## src/rtl/brk_pkg.sv

```systemverilog
package brk_pkg;

    localparam int NCH   = 2;
    localparam int CH_W  = $clog2(NCH);
    localparam int REG_W = 32;
    localparam int RA_W  = 6;
    localparam int IDX_W = RA_W - 2;
    localparam int CNT_W = 12;

    // word indices of the shared registers (byte offset >> 2)
    localparam logic [IDX_W-1:0] IDX_DATA1  = 4'h8;
    localparam logic [IDX_W-1:0] IDX_DMASK1 = 4'h9;
    localparam logic [IDX_W-1:0] IDX_CNT1   = 4'hA;
    localparam logic [IDX_W-1:0] IDX_FLAG   = 4'hC;
    localparam logic [IDX_W-1:0] IDX_CTRL   = 4'hD;

    typedef enum logic [1:0] {
        CR_COND = 2'd0,
        CR_OP   = 2'd1,
        CR_ADDR = 2'd2,
        CR_MASK = 2'd3
    } chreg_e;

    typedef struct packed {
        logic [19:0] rsv;
        logic        cnt_en;
        logic        data_en;
        logic [2:0]  size;
        logic [1:0]  bsel;
        logic [1:0]  dir;
        logic [1:0]  kind;
        logic        en;
    } cond_t;

    typedef struct packed {
        logic [29:0] rsv;
        logic        after;
        logic        brk_en;
    } op_t;

    typedef struct packed {
        logic             valid;
        logic             fetch;
        logic             write;
        logic             sel;
        logic [1:0]       size;
        logic [REG_W-1:0] addr;
        logic [REG_W-1:0] data;
    } bus_t;

    function automatic cond_t cond_clean(input logic [REG_W-1:0] w, input logic ext);
        cond_t c;
        c     = cond_t'(w);
        c.rsv = '0;
        if (!ext) begin
            c.cnt_en  = 1'b0;
            c.data_en = 1'b0;
        end
        return c;
    endfunction

    function automatic op_t op_clean(input logic [REG_W-1:0] w);
        op_t o;
        o     = op_t'(w);
        o.rsv = '0;
        return o;
    endfunction

    function automatic logic masked_eq(input logic [REG_W-1:0] a, input logic [REG_W-1:0] b,
                                       input logic [REG_W-1:0] m);
        return ((a ^ b) & ~m) == '0;
    endfunction

    function automatic logic kind_ok(input logic [1:0] kind, input logic fetch);
        return fetch ? kind[0] : kind[1];
    endfunction

    function automatic logic dir_ok(input logic [1:0] dir, input logic fetch, input logic write);
        return (fetch || !write) ? dir[0] : dir[1];
    endfunction

    function automatic logic size_ok(input logic [2:0] sz, input logic [1:0] bsz);
        return (sz == 3'd0) || (sz == ({1'b0, bsz} + 3'd1));
    endfunction

    function automatic logic bus_ok(input logic [1:0] bsel, input logic sel);
        return (bsel == 2'd0) || (bsel == 2'd3) || (bsel == ({1'b0, sel} + 2'd1));
    endfunction

endpackage

```

## src/rtl/brk_regs.sv

```systemverilog
module brk_regs
    import brk_pkg::*;
(
    input  logic                        clk,
    input  logic                        rst,
    input  logic                        reg_en,
    input  logic                        reg_wr,
    input  logic [RA_W-1:0]             reg_addr,
    input  logic [REG_W-1:0]            reg_wdata,
    output logic [REG_W-1:0]            reg_rdata,
    input  logic [NCH-1:0]              hit,
    input  logic                        cnt_dec,
    output cond_t [NCH-1:0]             cond_o,
    output op_t   [NCH-1:0]             op_o,
    output logic  [NCH-1:0][REG_W-1:0]  addr_o,
    output logic  [NCH-1:0][REG_W-1:0]  amask_o,
    output logic [REG_W-1:0]            data_o,
    output logic [REG_W-1:0]            dmask_o,
    output logic [CNT_W-1:0]            cnt_o,
    output logic [NCH-1:0]              flag_o,
    output logic                        vec_sel_o
);

    logic [IDX_W-1:0] idx;
    logic             wr_en;
    logic             chan_area;
    logic [1:0]       unused_lo;

    assign idx       = reg_addr[RA_W-1:2];
    assign wr_en     = reg_en && reg_wr;
    assign chan_area = !idx[IDX_W-1];
    assign unused_lo = reg_addr[1:0];

    for (genvar c = 0; c < NCH; c++) begin : g_ch
        localparam logic EXT = (c == NCH - 1);
        cond_t            cond_r;
        op_t              op_r;
        logic [REG_W-1:0] addr_r;
        logic [REG_W-1:0] amsk_r;
        logic             sel_w;

        assign sel_w = wr_en && chan_area && (idx[2 +: CH_W] == CH_W'(c));

        always_ff @(posedge clk) begin
            if (rst) begin
                cond_r <= '0;
                op_r   <= '0;
                addr_r <= '0;
                amsk_r <= '0;
            end else if (sel_w) begin
                unique case (chreg_e'(idx[1:0]))
                    CR_COND: cond_r <= cond_clean(reg_wdata, EXT);
                    CR_OP:   op_r   <= op_clean(reg_wdata);
                    CR_ADDR: addr_r <= reg_wdata;
                    CR_MASK: amsk_r <= reg_wdata;
                endcase
            end
        end

        assign cond_o[c]  = cond_r;
        assign op_o[c]    = op_r;
        assign addr_o[c]  = addr_r;
        assign amask_o[c] = amsk_r;
    end

    logic [REG_W-1:0] data_q, dmask_q;
    logic [CNT_W-1:0] cnt_q;
    logic [NCH-1:0]   flag_q;
    logic             vec_q;

    always_ff @(posedge clk) begin
        if (rst) begin
            data_q  <= '0;
            dmask_q <= '0;
            cnt_q   <= '0;
            flag_q  <= '0;
            vec_q   <= 1'b0;
        end else begin
            if (wr_en && idx == IDX_DATA1)  data_q  <= reg_wdata;
            if (wr_en && idx == IDX_DMASK1) dmask_q <= reg_wdata;
            if (wr_en && idx == IDX_CTRL)   vec_q   <= reg_wdata[0];
            if (wr_en && idx == IDX_CNT1)
                cnt_q <= reg_wdata[CNT_W-1:0];
            else if (cnt_dec)
                cnt_q <= cnt_q - CNT_W'(1);
            if (wr_en && idx == IDX_FLAG)
                flag_q <= (flag_q & reg_wdata[NCH-1:0]) | hit;
            else
                flag_q <= flag_q | hit;
        end
    end

    assign data_o    = data_q;
    assign dmask_o   = dmask_q;
    assign cnt_o     = cnt_q;
    assign flag_o    = flag_q;
    assign vec_sel_o = vec_q;

    always_comb begin
        reg_rdata = '0;
        if (reg_en && !reg_wr) begin
            if (chan_area) begin
                unique case (chreg_e'(idx[1:0]))
                    CR_COND: reg_rdata = cond_o[idx[2 +: CH_W]];
                    CR_OP:   reg_rdata = op_o[idx[2 +: CH_W]];
                    CR_ADDR: reg_rdata = addr_o[idx[2 +: CH_W]];
                    CR_MASK: reg_rdata = amask_o[idx[2 +: CH_W]];
                endcase
            end else begin
                case (idx)
                    IDX_DATA1:  reg_rdata = data_q;
                    IDX_DMASK1: reg_rdata = dmask_q;
                    IDX_CNT1:   reg_rdata = REG_W'(cnt_q);
                    IDX_FLAG:   reg_rdata = REG_W'(flag_q);
                    IDX_CTRL:   reg_rdata = REG_W'(vec_q);
                    default:    reg_rdata = '0;
                endcase
            end
        end
    end

endmodule

```

## src/rtl/brk_chan.sv

```systemverilog
module brk_chan
    import brk_pkg::*;
#(
    parameter bit HAS_EXT = 1'b0,
    parameter int CW      = CNT_W
) (
    input  cond_t            cond,
    input  logic [REG_W-1:0] addr_cmp,
    input  logic [REG_W-1:0] addr_msk,
    input  logic [REG_W-1:0] data_cmp,
    input  logic [REG_W-1:0] data_msk,
    input  logic [CW-1:0]    cnt,
    input  bus_t             bus,
    output logic             hit,
    output logic             cnt_dec
);

    logic addr_ok, qual_ok, oper_ok, raw;
    logic [19:0] unused_rsv;

    assign unused_rsv = cond.rsv;
    assign addr_ok    = masked_eq(bus.addr, addr_cmp, addr_msk);
    assign qual_ok    = kind_ok(cond.kind, bus.fetch) && dir_ok(cond.dir, bus.fetch, bus.write);

    if (HAS_EXT) begin : g_ext
        logic data_ok;
        logic at_last, at_zero;

        assign data_ok = !cond.data_en || masked_eq(bus.data, data_cmp, data_msk);
        assign oper_ok = size_ok(cond.size, bus.size) && bus_ok(cond.bsel, bus.sel) && data_ok;
        assign at_zero = (cnt == '0);
        assign at_last = (cnt == CW'(1));

        always_comb begin
            if (cond.cnt_en) begin
                hit     = raw && (at_zero || at_last);
                cnt_dec = raw && !at_zero;
            end else begin
                hit     = raw;
                cnt_dec = 1'b0;
            end
        end
    end else begin : g_base
        logic unused_ext;
        assign unused_ext = ^{data_cmp, data_msk, cnt, bus.data, cond.data_en, cond.cnt_en};
        assign oper_ok    = size_ok(cond.size, bus.size) && bus_ok(cond.bsel, bus.sel);
        assign hit        = raw;
        assign cnt_dec    = 1'b0;
    end

    assign raw = bus.valid && cond.en && addr_ok && qual_ok && (bus.fetch || oper_ok);

endmodule

```

## src/rtl/brk_req.sv

```systemverilog
module brk_req
    import brk_pkg::*;
(
    input  logic           clk,
    input  logic           rst,
    input  logic [NCH-1:0] hit,
    input  logic [NCH-1:0] brk_en,
    input  logic [NCH-1:0] after,
    input  logic           retire,
    output logic           req_o,
    output logic           after_o
);

    logic req_q, after_q, pend_q;
    logic want_now, want_late, fire_late;

    assign want_now  = |(hit & brk_en & ~after);
    assign want_late = |(hit & brk_en & after);
    assign fire_late = pend_q && retire;

    always_ff @(posedge clk) begin
        if (rst) begin
            req_q   <= 1'b0;
            after_q <= 1'b0;
            pend_q  <= 1'b0;
        end else if (want_now) begin
            req_q   <= 1'b1;
            after_q <= 1'b0;
            pend_q  <= 1'b0;
        end else begin
            req_q   <= fire_late;
            after_q <= fire_late;
            pend_q  <= (pend_q && !retire) || want_late;
        end
    end

    assign req_o   = req_q;
    assign after_o = after_q;

endmodule

```

## src/rtl/brk_unit.sv

```systemverilog
module brk_unit
    import brk_pkg::*;
(
    input  logic             clk,
    input  logic             rst,
    input  logic             reg_en,
    input  logic             reg_wr,
    input  logic [RA_W-1:0]  reg_addr,
    input  logic [REG_W-1:0] reg_wdata,
    output logic [REG_W-1:0] reg_rdata,
    input  logic             bus_valid,
    input  logic             bus_fetch,
    input  logic             bus_write,
    input  logic             bus_sel,
    input  logic [1:0]       bus_size,
    input  logic [REG_W-1:0] bus_addr,
    input  logic [REG_W-1:0] bus_data,
    input  logic             insn_retire,
    output logic             brk_req,
    output logic             brk_after,
    output logic             brk_vec_sel
);

    bus_t                       bus;
    cond_t [NCH-1:0]            cond_v;
    op_t   [NCH-1:0]            op_v;
    logic  [NCH-1:0][REG_W-1:0] addr_v, amask_v, dcmp_v, dmsk_v;
    logic  [REG_W-1:0]          data1, dmask1;
    logic  [CNT_W-1:0]          cnt_v;
    logic  [NCH-1:0]            chan_hit, dec_v, flag_v, chan_en, brk_en_v, after_v;
    logic                       unused_dec;

    always_comb begin
        bus.valid = bus_valid;
        bus.fetch = bus_fetch;
        bus.write = bus_write;
        bus.sel   = bus_sel;
        bus.size  = bus_size;
        bus.addr  = bus_addr;
        bus.data  = bus_data;
    end

    brk_regs u_regs (
        .clk       (clk),
        .rst       (rst),
        .reg_en    (reg_en),
        .reg_wr    (reg_wr),
        .reg_addr  (reg_addr),
        .reg_wdata (reg_wdata),
        .reg_rdata (reg_rdata),
        .hit       (chan_hit),
        .cnt_dec   (dec_v[NCH-1]),
        .cond_o    (cond_v),
        .op_o      (op_v),
        .addr_o    (addr_v),
        .amask_o   (amask_v),
        .data_o    (data1),
        .dmask_o   (dmask1),
        .cnt_o     (cnt_v),
        .flag_o    (flag_v),
        .vec_sel_o (brk_vec_sel)
    );

    for (genvar i = 0; i < NCH; i++) begin : g_chan
        localparam bit EXT = (i == NCH - 1);

        assign dcmp_v[i]   = EXT ? data1 : '0;
        assign dmsk_v[i]   = EXT ? dmask1 : '0;
        assign chan_en[i]  = cond_v[i].en;
        assign brk_en_v[i] = op_v[i].brk_en;
        assign after_v[i]  = op_v[i].after;

        brk_chan #(.HAS_EXT(EXT), .CW(CNT_W)) u_chan (
            .cond     (cond_v[i]),
            .addr_cmp (addr_v[i]),
            .addr_msk (amask_v[i]),
            .data_cmp (dcmp_v[i]),
            .data_msk (dmsk_v[i]),
            .cnt      (cnt_v),
            .bus      (bus),
            .hit      (chan_hit[i]),
            .cnt_dec  (dec_v[i])
        );
    end

    assign unused_dec = ^{dec_v[NCH-2:0], op_v[0].rsv, op_v[NCH-1].rsv};

    brk_req u_req (
        .clk     (clk),
        .rst     (rst),
        .hit     (chan_hit),
        .brk_en  (brk_en_v),
        .after   (after_v),
        .retire  (insn_retire),
        .req_o   (brk_req),
        .after_o (brk_after)
    );

endmodule

```

## config.mk

```make
export PLATFORM = sky130hd
export DESIGN_NAME = brk_unit
export DESIGN_NICKNAME = d
export VERILOG_FILES = /design/src/rtl/brk_pkg.sv /design/src/rtl/brk_regs.sv /design/src/rtl/brk_chan.sv /design/src/rtl/brk_req.sv /design/src/rtl/brk_unit.sv
export SDC_FILE = /design/constraint.sdc
export NUM_CORES = 1
export LEC_CHECK = 0
export BUFFER_PORTS_ARGS = -buffer_cell sky130_fd_sc_hd__buf_4
export CORE_ASPECT_RATIO = 0.5
export CORE_MARGIN = 4
export CORE_UTILIZATION = 44
export DETAILED_ROUTE_END_ITERATION = 6
export PLACE_DENSITY = 0.71
export REMOVE_ABC_BUFFERS = 1
export SLEW_MARGIN = 20
export SYNTH_ARGS = -nofsm -noshare
export SYNTH_HDL_FRONTEND = slang
export SYNTH_HIERARCHICAL = 1
export SYNTH_SLANG_ARGS = --single-unit
```

## constraint.sdc

```tcl
create_clock -name clk -period 3.7 [get_ports clk]
set_input_delay 0.185 -clock clk [delete_from_list [all_inputs] [get_ports clk]]
set_output_delay 0.185 -clock clk [all_outputs]
set_load 0.1 [all_outputs]
```

-- After elaboration in Yosys (flattened, before gate mapping)
Cells that the tools add are included.
- output and inout port bits: 35
- flip-flop bits (word level): 236
- input bits: 113
- muxes and demuxes: 22
- equal/unequal tests: 15
- bitwise operators: 17
- order comparisons: 1
- reduce and logical (&&, ||, !) cells: 66
- add/sub/neg operators: 3
- operator list (operator ; number):
    $mux 32 ; 8
    $pmux 32 s5 ; 1
    $pmux 32 s4 ; 1
    $and 32x32->32 ; 3
    $logic_not 32->1 ; 3
    $not 32->32 ; 3
    $xor 32x32->32 ; 3
    $mux 12 ; 3
    $logic_and 1x1->1 ; 27
    $eq 4x4->1 const B ; 5
    $reduce_and 2->1 ; 8
    $eq 12x1->1 const B ; 1
    $logic_not 12->1 ; 1
    $logic_or 1x1->1 ; 12
    $sub 12x1->12 const B ; 1
    $and 2x2->2 ; 4
    $eq 2x2->1 const B ; 4
    $mux 1 ; 7
    $eq 3x3->1 ; 2
    $logic_not 1->1 ; 6
    $logic_not 2->1 ; 3
    $logic_not 3->1 ; 2
    $eq 2x2->1 ; 2
    $mux 2 ; 2
    10 further kinds ; 12

-- Longest topological paths before layout
Gate-level depths: netlist of the first run.
- depth after elaboration: 13
- mapped depth: 12
- gate-level depth less buffers: 11

-- Modules after synthesis
Netlist of the first run, hierarchy kept.
- modules (own cells, without submodules) (module ; instances ; cells an instance ; sequential area each (sq um) ; area an instance (sq um)):
    brk_regs ; 1 ; 1388 ; 4664.5 ; 10949.3
    brk_chan (g_chan[1].u_chan) ; 1 ; 138 ; 0.0 ; 1046.0
    brk_chan (g_chan[0].u_chan) ; 1 ; 83 ; 0.0 ; 584.3
    brk_req ; 1 ; 14 ; 60.1 ; 127.6
    brk_unit ; 1 ; 1 ; 0.0 ; 3.8

-- Worst setup path before layout of the first run
OpenSTA, ideal clock, no wires.
- kind: in2out
- start: in reg_addr[2]
- end: out reg_rdata[9]
- arrival: 3.324 ns
- data required time: 3.515 ns
- path buffers: 2
- slack: 0.191 ns
- stages on the path: 5
- path through: buf_2 and4bb_2 clkbuf_1 a222oi_1 a211oi_1
- cells in the longest elaborated chain, start to end: 4
- elaborated cells between the ends (all ways): 13
- those cells by class: 8 x eq/ne; 4 x mux; 1 x reduce/logical
- RTL lines (what ; RTL line ; RTL):
    start: declaration ; brk_unit.sv:8 ; input logic [RA_W-1:0] reg_addr,
    $eq 4x4->1 (tied with other cells) ; brk_regs.sv:110 ; case (idx)
    $pmux 32 s5 or $pmux 32 s4 (tied branches) ; brk_regs.sv:110, brk_regs.sv:103 ;
    $mux 32 * ; brk_regs.sv:102 ; if (chan_area) begin
    $mux 32 * ; brk_regs.sv:101 ; if (reg_en && !reg_wr) begin
    end: declaration ; brk_unit.sv:10 ; output logic [REG_W-1:0] reg_rdata,
Mark *: on every way between the ends. The rest lies on a longest branch, timed or not.

-- Worst setup path in the final report of the first run
- start: reg u_regs.g_ch[1].addr_r[3]
- end: reg u_regs.cnt_q[11], in the netlist u_regs/cnt_o[11]
- cells in the longest elaborated chain, start to end: 9
- RTL lines (what ; RTL line ; RTL):
    start: declaration ; brk_regs.sv:38 ; logic [REG_W-1:0] addr_r;
    start signal: assignment ; brk_regs.sv:54 ; CR_ADDR: addr_r <= reg_wdata;
    $xor 32x32->32 ; brk_pkg.sv:71 ; return ((a ^ b) & ~m) == '0;
    $and 32x32->32 ; brk_pkg.sv:71 ;
    $logic_not 32->1 ; brk_pkg.sv:71 ;
    $logic_and 1x1->1 (3 in series) ; brk_chan.sv:51 ; assign raw = bus.valid && cond.en && addr_ok && qual_ok && (bus.fetch || oper_ok);
    $logic_and 1x1->1 ; brk_chan.sv:37 ; cnt_dec = raw && !at_zero;
    $mux 1 ; brk_chan.sv:35 ; if (cond.cnt_en) begin
    named net dec_v[1] ; brk_unit.sv:30 ; logic [NCH-1:0] chan_hit, dec_v, flag_v, chan_en, brk_en_v, after_v;
    $reduce_bool 2->1 (no source line) ; - ;
    end signal: assignment ; brk_regs.sv:83 ; cnt_q <= reg_wdata[CNT_W-1:0];
    end signal: assignment ; brk_regs.sv:85 ; cnt_q <= cnt_q - CNT_W'(1);
    end: declaration ; brk_regs.sv:67 ; logic [CNT_W-1:0] cnt_q;
The timed path passes the listed nets, and every way through them passes these cells.
A chain may end at the register's enable or synchronous reset.

==> impl_metrics.toml, run 1 <==
[placed_design]
gp_congestion = 0.925
placed_cells = 1921
pre_cts_slack_ns = 0.392
io_buffers = 145
placed_cell_area_sq_mm = 0.0132
hpwl_um = 28800

[flow_run]
max_cap_viol_count = 0

[sta]
relSlewSlack = 0.275
slew_violations = 0
rsz0062_at_grt = "no"
fin_tns_setup_ns = 0
finalClockSkew_ns = 0.0118
setup_viol = 0
fin_ws_ns = 0.276
min_period_ns = 3.42
fin_crit_sh = 0.926
hold_viol_final = 0
worst_slew_pin_slew_ns = 1.09
max_freq_mhz = 292

[detailed_routing]
ant_nets = 0
dr_total_vias = 11900
drc = 0
postRouteWirelength_um = 43700
wl_per_cell_um = 22.1
first_iter_violations = 1966
vias_per_cell = 6.00
first_pass_iters = 7

[clock_tree]
cts_buffers = 23
cts_root_buf = "clkbuf_16"
post_cts_buffers = 0
clkTransAtPathRegs_ns = 0.06
cts_buffer_depth = 3
ctsHtreeMaxLevel = 1
cts_tree = "yes"
cts_sinks = 236
clk_latency_ns = 0.51
cts_resized = 0

[floorplanning]
coreArea_sq_mm = 0.0265
die_y_um = 124
rows = 42
initial_core_util = 0.449
chipWidth_um = 241
io_pins = 148
die_area_sq_mm = 0.0300

[layout]
layout-drive-gt1-share = 0.142
antenna_cells = 0
filler_cell_count = 2434
design_area_sq_mm = 0.0141
syn_to_final_growth_pct = 18.1
final_cells = 1977
regArea_sq_mm = 0.00472
multi_input_area_sq_mm = 0.00666
nNetsFinal = 1734

[setup_path]
crit_family = "simple AND/OR/NAND/NOR gates"
crit_chain = "xnor2_1 -> o22a_1 -> o221ai_1 -> nor4_1 -> and4_1 -> o2111a_1 -> nor4b_4 -> nand4b_2 -> or4_1 -> a311oi_1"
endpoint_kind = "flop"
start_kind = "flop"
critPathMaxStageDelay_ns = 0.55
worstPathArrival_ns = 3.84
worstPathRequired_ns = 4.12
critPathMaxFanout = 4
crit_type = "reg2reg"
crit_slowest_cell = "nor4_1"
worst-path-buf-inv = 0

[global_routing]
antenna_found_initial = 1
grt_pass1_vias = 11000
globalRouteOverflowTotal = 0
grt_pass1_wl_um = 65600
grt_util_all_layers = 0.278
grt_max_degree = 116

[power_and_ir_drop]
p_leak_uw = 0.00464
irDropWorstVdd_v = 0.000266
powerDensity_mw_per_mm2 = 376
power_uw = 5290

[worst_hold_path]
holdCritPathClass = "in2reg"

[logic_synthesis]
synthCells = 1518
ys_warn_count = 6
syn_area_sq_mm = 0.0119
avgSynthCellArea_sq_um = 7.86

[status]
status = "complete, no violations"
## sequential cells by signal (all words and copies together) (netlist names), 2 cells and up
signal and count:
u_regs/g_ch.addr_r 64, u_regs/g_ch.amsk_r 64, u_regs/data_o 32, u_regs/dmask_o 32, u_regs/cond_o 22, u_regs/cnt_o 12
u_regs/op_o 4, u_regs/flag_o 2
## report_power, final
| group | leakage [uW] | internal, uW | switching, uW |
|---|---|---|---|
| Clock | 0.000315 | 1180 | 970 |
| Combinational | 0.00243 | 218 | 342 |
| Sequential | 0.00190 | 2560 | 20.3 |
## area by class of cell
cell class	instances	area share
Timing Repair Buffer	195	0.112
Sequential cell	236	0.335
Clock inverter	1	0.000355
Inverter	10	0.00267
Tap cell	352	0.0313
Multi-Input combinational cell	1152	0.473
Clock buffer	31	0.0451
## tightest hold or removal path: stages
cell and delay, ns:
buf_4 0.16, nand2_1 0.07, a21oi_1 0.05
## cells in the final DEF, fill, tap and decap left out, drive strengths merged, types with 3 or more instances in the layout
master and n:
mux2 3, nor2 54, or4 3, a221oi 3, a21oi 236, dfxtp 236
o22a 4, mux2i 48, and3 5, nand3 24, a31oi 3, buf 171
o21ai 17, xor2 7, nand2 441, nand2b 7, clkbuf 31, ha 3
xnor2 101, nand3b 3, a22oi 3, a211oi 13, inv 10, o211ai 4
nor4 10, dlygate4sd3 24, o221ai 3, a311oi 3, nand4 4, nor4b 4
a222oi 29, nor3 18, mux4 15, o22ai 60
## metrics by stage
stage | hold WS (ns) | util
floorplan | 0.253 | -
CTS | 0.00146 | 0.531
global route | 0.00534 | 0.531
detailed placement | 0.458 | 0.497
global placement | 0.446 | 0.497
finish | 0.0101 | 0.531
## metal layers
layer	up-vias	wire, um	track usage
met5	-	0	0
met4	0	1720	0.0913
met3	126	5140	0.0544
met2	728	19100	0.422
met1	5532	17700	0.399
li1	5468	-	-
## path summary, 6_finish.rpt
| kind | endpoint | slack (ns) | depth (start not counted) | from |
|---|---|---|---|---|
| worst max-delay path | u_regs/cnt_o[11] | 0.28 | 10 | u_regs/g_ch[1].addr_r[3] |
| worst min-delay path | u_regs/data_o[7] | 0.01 | 3 | reg_wdata[7] |
| worst min register to register | u_req/after_o | 0.47 | 2 | u_req/pend_q |
| worst max register to register | u_regs/cnt_o[11] | 0.28 | 10 | u_regs/g_ch[1].addr_r[3] |
## repair_timing
| action | 4_1_cts | 5_1_grt |
|---|---|---|
| hold buffers | 24 | 0 |
| hold endpoints to repair | 131 | 0 |
| endpoints found under the setup margin | 0 | 0 |
(Power assumes the default switching activity.)
==> run 2: changes to the inputs <==
CELL_PAD_IN_SITES_DETAIL_PLACEMENT = 0   (was default)
CELL_PAD_IN_SITES_GLOBAL_PLACEMENT = 2   (was default)
CORE_UTILIZATION = 35   (was 44)
PLACE_DENSITY = 0.89   (was 0.71)
==> impl_metrics.toml, run 2 (synthesis results as in run 1) <==
[status]
status = "finished, violations left"
violations = "DRC"

[detailed_routing]
dr_total_vias = 12000
drc = 4
ant_nets = 0
first_pass_iters = 7
first_iter_violations = 1449
postRouteWirelength_um = 48900
wl_per_cell_um = 23.3
vias_per_cell = 5.71

[layout]
largestRegisters = "u_regs/g_ch.addr_r (64), u_regs/g_ch.amsk_r (64)"
syn_to_final_growth_pct = 20.9
nNetsFinal = 1757
layout-drive-gt1-share = 0.152
final_common_cell = "nand2_1"
mostFrequentLayoutCells = "nand2_1 (441), a21oi_1 (236), dfxtp_1 (236)"
antenna_cells = 0

[clock_tree]
clk_latency_ns = 0.53
cts_buffer_depth = 3
cts_root_buf = "clkbuf_16"
clkTransAtPathRegs_ns = 0.06
cts_resized = 0
ctsHtreeMaxLevel = 1
cts_buffers = 23
cts_tree = "yes"
hold_buffers = 32
cts_sinks = 236
post_cts_buffers = 0

[sta]
max_freq_mhz = 293
fin_tns_setup_ns = 0
rsz0062_at_grt = "no"
worst_slew_pin_slew_ns = 0.979
setup_viol = 0
fin_crit_sh = 0.922
finalClockSkew_ns = 0.0124
hold_viol_final = 0
relSlewSlack = 0.347
slew_violations = 0
min_period_ns = 3.41

[global_routing]
grt_util_all_layers = 0.250
antenna_found_initial = 1
grt_pass1_vias = 11300
grt_pass1_wl_um = 71500
grt_max_degree = 113
globalRouteOverflowTotal = 0

[placed_design]
gp_congestion = 0.906
io_buffers = 145
hpwl_um = 33100

[setup_path]
timing.rr.start = "u_regs/data_o[13]"
rrSetupSlack_ns = 0.29
start_kind = "flop"
endpoint_kind = "flop"
r2r_cells = 10
crit_type = "reg2reg"
critPathMaxFanout = 3
worstPathArrival_ns = 3.84
r2r_end = "u_regs/cnt_o[11]"
worstPathRequired_ns = 4.13

[worst_hold_path]
min_path_cells = 3
worst_hold_path.endpoint = "u_regs/g_ch[0].amsk_r[5]"
min_from = "reg_wdata[5]"
holdCritPathClass = "in2reg"

[floorplanning]
initial_core_util = 0.358
die_area_sq_mm = 0.0373
chipWidth_um = 269
coreArea_sq_mm = 0.0333
io_pins = 148
rows = 47
die_y_um = 139

[power_and_ir_drop]
powerDensity_mw_per_mm2 = 380
power_uw = 5470
p_leak_uw = 0.00478
irDropWorstVdd_v = 0.000254

[flow_run]
max_cap_viol_count = 0
[run 2: changes by cell type in the layout (fill, tap and decap cells not counted)]
| cell | before | now |
|---|---|---|
| dlygate4sd3_1 | 24 | 32 |
| nor2_1 | 50 | 51 |
| buf_12 | 4 | 1 |
| clkinv_2 | 1 | 5 |
| nor2_2 | 4 | 3 |
| clkbuf_8 | 3 | 7 |
| buf_4 | 166 | 184 |
[run 2: power breakdown]
part	switching [uW]	internal, uW	leakage [uW]
Combinational	357	227	0.00252
Clock	1030	1280	0.000359
Sequential	21.5	2560	0.00190
Total	1410	4070	0.00478
[run 2: metrics by stage]
stage	setup slack (ns)	hold slack, ns	instances	instance area [sq um]	util
final	0.289	0.0217	2097	14400	0.433
after global routing	0.127	0.0127	2097	14400	0.433
after CTS	0.308	0.00153	2097	14400	0.433
after detailed placement	0.310	0.455	2025	13400	0.401
after global placement	0.348	0.454	2025	13400	0.401
after floorplan	-1.95	0.253	1398	11400	-
[run 2: worst max-delay path by stage]
stage                                  from               end  slack, ns
final                     u_regs/data_o[13]  u_regs/cnt_o[11]       0.29
after global routing      u_regs/data_o[13]  u_regs/cnt_o[11]       0.13
after CTS                 u_regs/data_o[13]  u_regs/cnt_o[11]       0.31
after detailed placement  u_regs/data_o[13]  u_regs/cnt_o[11]       0.31
after global placement    u_regs/data_o[13]  u_regs/cnt_o[11]       0.35
after floorplan                 reg_addr[4]      reg_rdata[1]      -1.95
[run 2: final cells by class]
| type | count | area [sq um] |
|---|---|---|
| multi-input cells | 1152 | 6660 |
| fillers | 3313 | 18900 |
| flip-flops and latches | 236 | 4720 |
| inverters | 10 | 37.5 |
| repair buffers | 218 | 1730 |
| well taps | 441 | 552 |
| clock buffers | 35 | 691 |
| clock inverters | 5 | 25.0 |
[run 2: critical path, cell delays in order, from the launching register on]
cell and delay (ns):
dfxtp_1 0.34, xnor2_1 0.44, o22ai_1 0.22, nor4_1 0.41, and4_1 0.39, o32a_1 0.20
o2111a_1 0.22, nor4b_4 0.28, nand4b_2 0.17, or4_1 0.41, a311oi_1 0.24
[run 2: per-layer routing]
metal	wire length [um]	track usage	vias up
met4	1200	0.0596	2
li1	-	-	5523
met1	21100	0.355	5788
met3	4720	0.0530	81
met2	21900	0.391	570
met5	10	0	-
==> run 3: changes to the inputs <==
CORE_MARGIN = 10   (was 4)
==> impl_metrics.toml, run 3 (synthesis results as in run 1) <==
[global_routing]
grt_pass1_vias = 11400
grt_pass1_wl_um = 72500
grt_util_all_layers = 0.224
globalRouteOverflowTotal = 0
grt_max_degree = 92
antenna_found_initial = 1

[layout]
design_area_sq_mm = 0.0144
syn_to_final_growth_pct = 21.1
nNetsFinal = 1755
final_common_cell = "nand2_1"
fin_util = 0.433
layout-drive-gt1-share = 0.148
filler_cell_count = 3287
mostFrequentLayoutCells = "nand2_1 (441), a21oi_1 (236), dfxtp_1 (236)"
largestRegisters = "u_regs/g_ch.addr_r (64), u_regs/g_ch.amsk_r (64)"

[setup_path]
crit_type = "reg2reg"
rrSetupSlack_ns = 0.47
worstPathRequired_ns = 4.15
start_kind = "flop"
worst-path-buf-inv = 0
crit_family = "simple AND/OR/NAND/NOR gates"
critPathMaxStageDelay_ns = 0.53
crit_chain = "xnor2_1 -> o22ai_1 -> nor4_1 -> and4_1 -> o32a_1 -> o2111a_1 -> nor4b_4 -> nand4b_2 -> or4_1 -> a311oi_1"
timing.rr.start = "u_regs/data_o[7]"
r2r_cells = 10
r2r_end = "u_regs/cnt_o[11]"
critPathMaxFanout = 3
endpoint_kind = "flop"
worstPathArrival_ns = 3.68
crit_slowest_cell = "nor4_1"

[sta]
finalClockSkew_ns = 0.0224
fin_crit_sh = 0.874
slew_violations = 0
hold_viol_final = 0
rsz0062_at_grt = "no"
worst_slew_pin_slew_ns = 1.12
relSlewSlack = 0.249
max_freq_mhz = 309
min_period_ns = 3.23
setup_viol = 0

[clock_tree]
cts_root_buf = "clkbuf_16"
clk_latency_ns = 0.55
cts_buffers = 25
cts_tree = "yes"
ctsHtreeMaxLevel = 1
cts_sinks = 236
cts_buffer_depth = 3
clkTransAtPathRegs_ns = 0.06

[floorplanning]
io_pins = 148
die_y_um = 151
die_area_sq_mm = 0.0423
chipWidth_um = 281
initial_core_util = 0.358
rows = 47
coreArea_sq_mm = 0.0333

[power_and_ir_drop]
powerDensity_mw_per_mm2 = 387
irDropWorstVdd_v = 0.000298
p_leak_uw = 0.00477

[detailed_routing]
drc = 0
ant_nets = 0
wl_per_cell_um = 23.8
first_pass_iters = 6
dr_total_vias = 12000
vias_per_cell = 5.72
first_iter_violations = 1380
postRouteWirelength_um = 49800

[placed_design]
hpwl_um = 33000
gp_congestion = 0.859
io_buffers = 145
placed_cell_area_sq_mm = 0.0134

[worst_hold_path]
holdCritPathClass = "in2reg"
worst_hold_path.endpoint = "u_regs/g_ch[1].addr_r[5]"
min_from = "rst"
min_path_cells = 2

[flow_run]
max_cap_viol_count = 0

[status]
status = "complete, no violations"
[run 3: how the worst max path moves through the flow]
stage                            startpoint               end  cells after the start
final                      u_regs/data_o[7]  u_regs/cnt_o[11]                     10
after global routing      u_regs/data_o[13]  u_regs/cnt_o[11]                     11
after CTS                 u_regs/data_o[13]  u_regs/cnt_o[11]                     11
after detailed placement  u_regs/data_o[13]  u_regs/cnt_o[11]                     11
after global placement    u_regs/data_o[13]  u_regs/cnt_o[11]                     11
after floorplan                 reg_addr[4]      reg_rdata[1]                      3
[run 3: timing repair]
action                                  CTS  global route
gates resized for setup                   0             0
setup buffers                             0             0
hold endpoints to repair                211             0
hold buffers                             33             0
endpoints found under the setup margin    0             0
[run 3: worst register-to-register path, delay by kind of cell, from the launching register on]
kind | cells | cell delay, ns
AND/OR/NAND/NOR | 5 | 1.81
flip-flops | 1 | 0.38
AO/OA/AOI/OAI | 4 | 0.80
XOR/XNOR | 1 | 0.14
[run 3: through the flow]
stage	instances	power, uW	worst slack (ns)	setup TNS, ns	hold slack [ns]
6_report	2092	5590	0.467	0	0.141
3_3_place_gp	2020	3170	0.597	0	0.454
4_1_cts	2091	5610	0.533	0	0.134
5_1_grt	2091	5750	0.276	0	0.175
2_1_floorplan	1398	2820	-1.95	-48.65	0.253
3_5_place_dp	2020	3180	0.532	0	0.459
[run 3: power by group]
| part | leakage (uW) | internal [uW] | switching (uW) |
|---|---|---|---|
| logic | 0.00250 | 226 | 355 |
| clock network | 0.000371 | 1380 | 1050 |
| registers | 0.00190 | 2560 | 21.3 |
[run 3: final cells by class]
class                   count  area [sq um]  area share
multi-input cells        1152          6660       0.461
flip-flops and latches    236          4720       0.327
repair buffers            214          1720       0.119
clock buffers              34           699      0.0484
well taps                 441           552      0.0382
clock inverters             4          55.1     0.00381
inverters                  10          37.5     0.00260
diodes                      1          2.50    0.000173
[run 3: per-layer routing]
metal	routed length [um]	vias to the layer above	track usage
li1	-	5526	-
met1	20800	5790	0.294
met2	23400	589	0.381
met3	4690	70	0.0405
met4	957	0	0.0479
met5	0	-	0
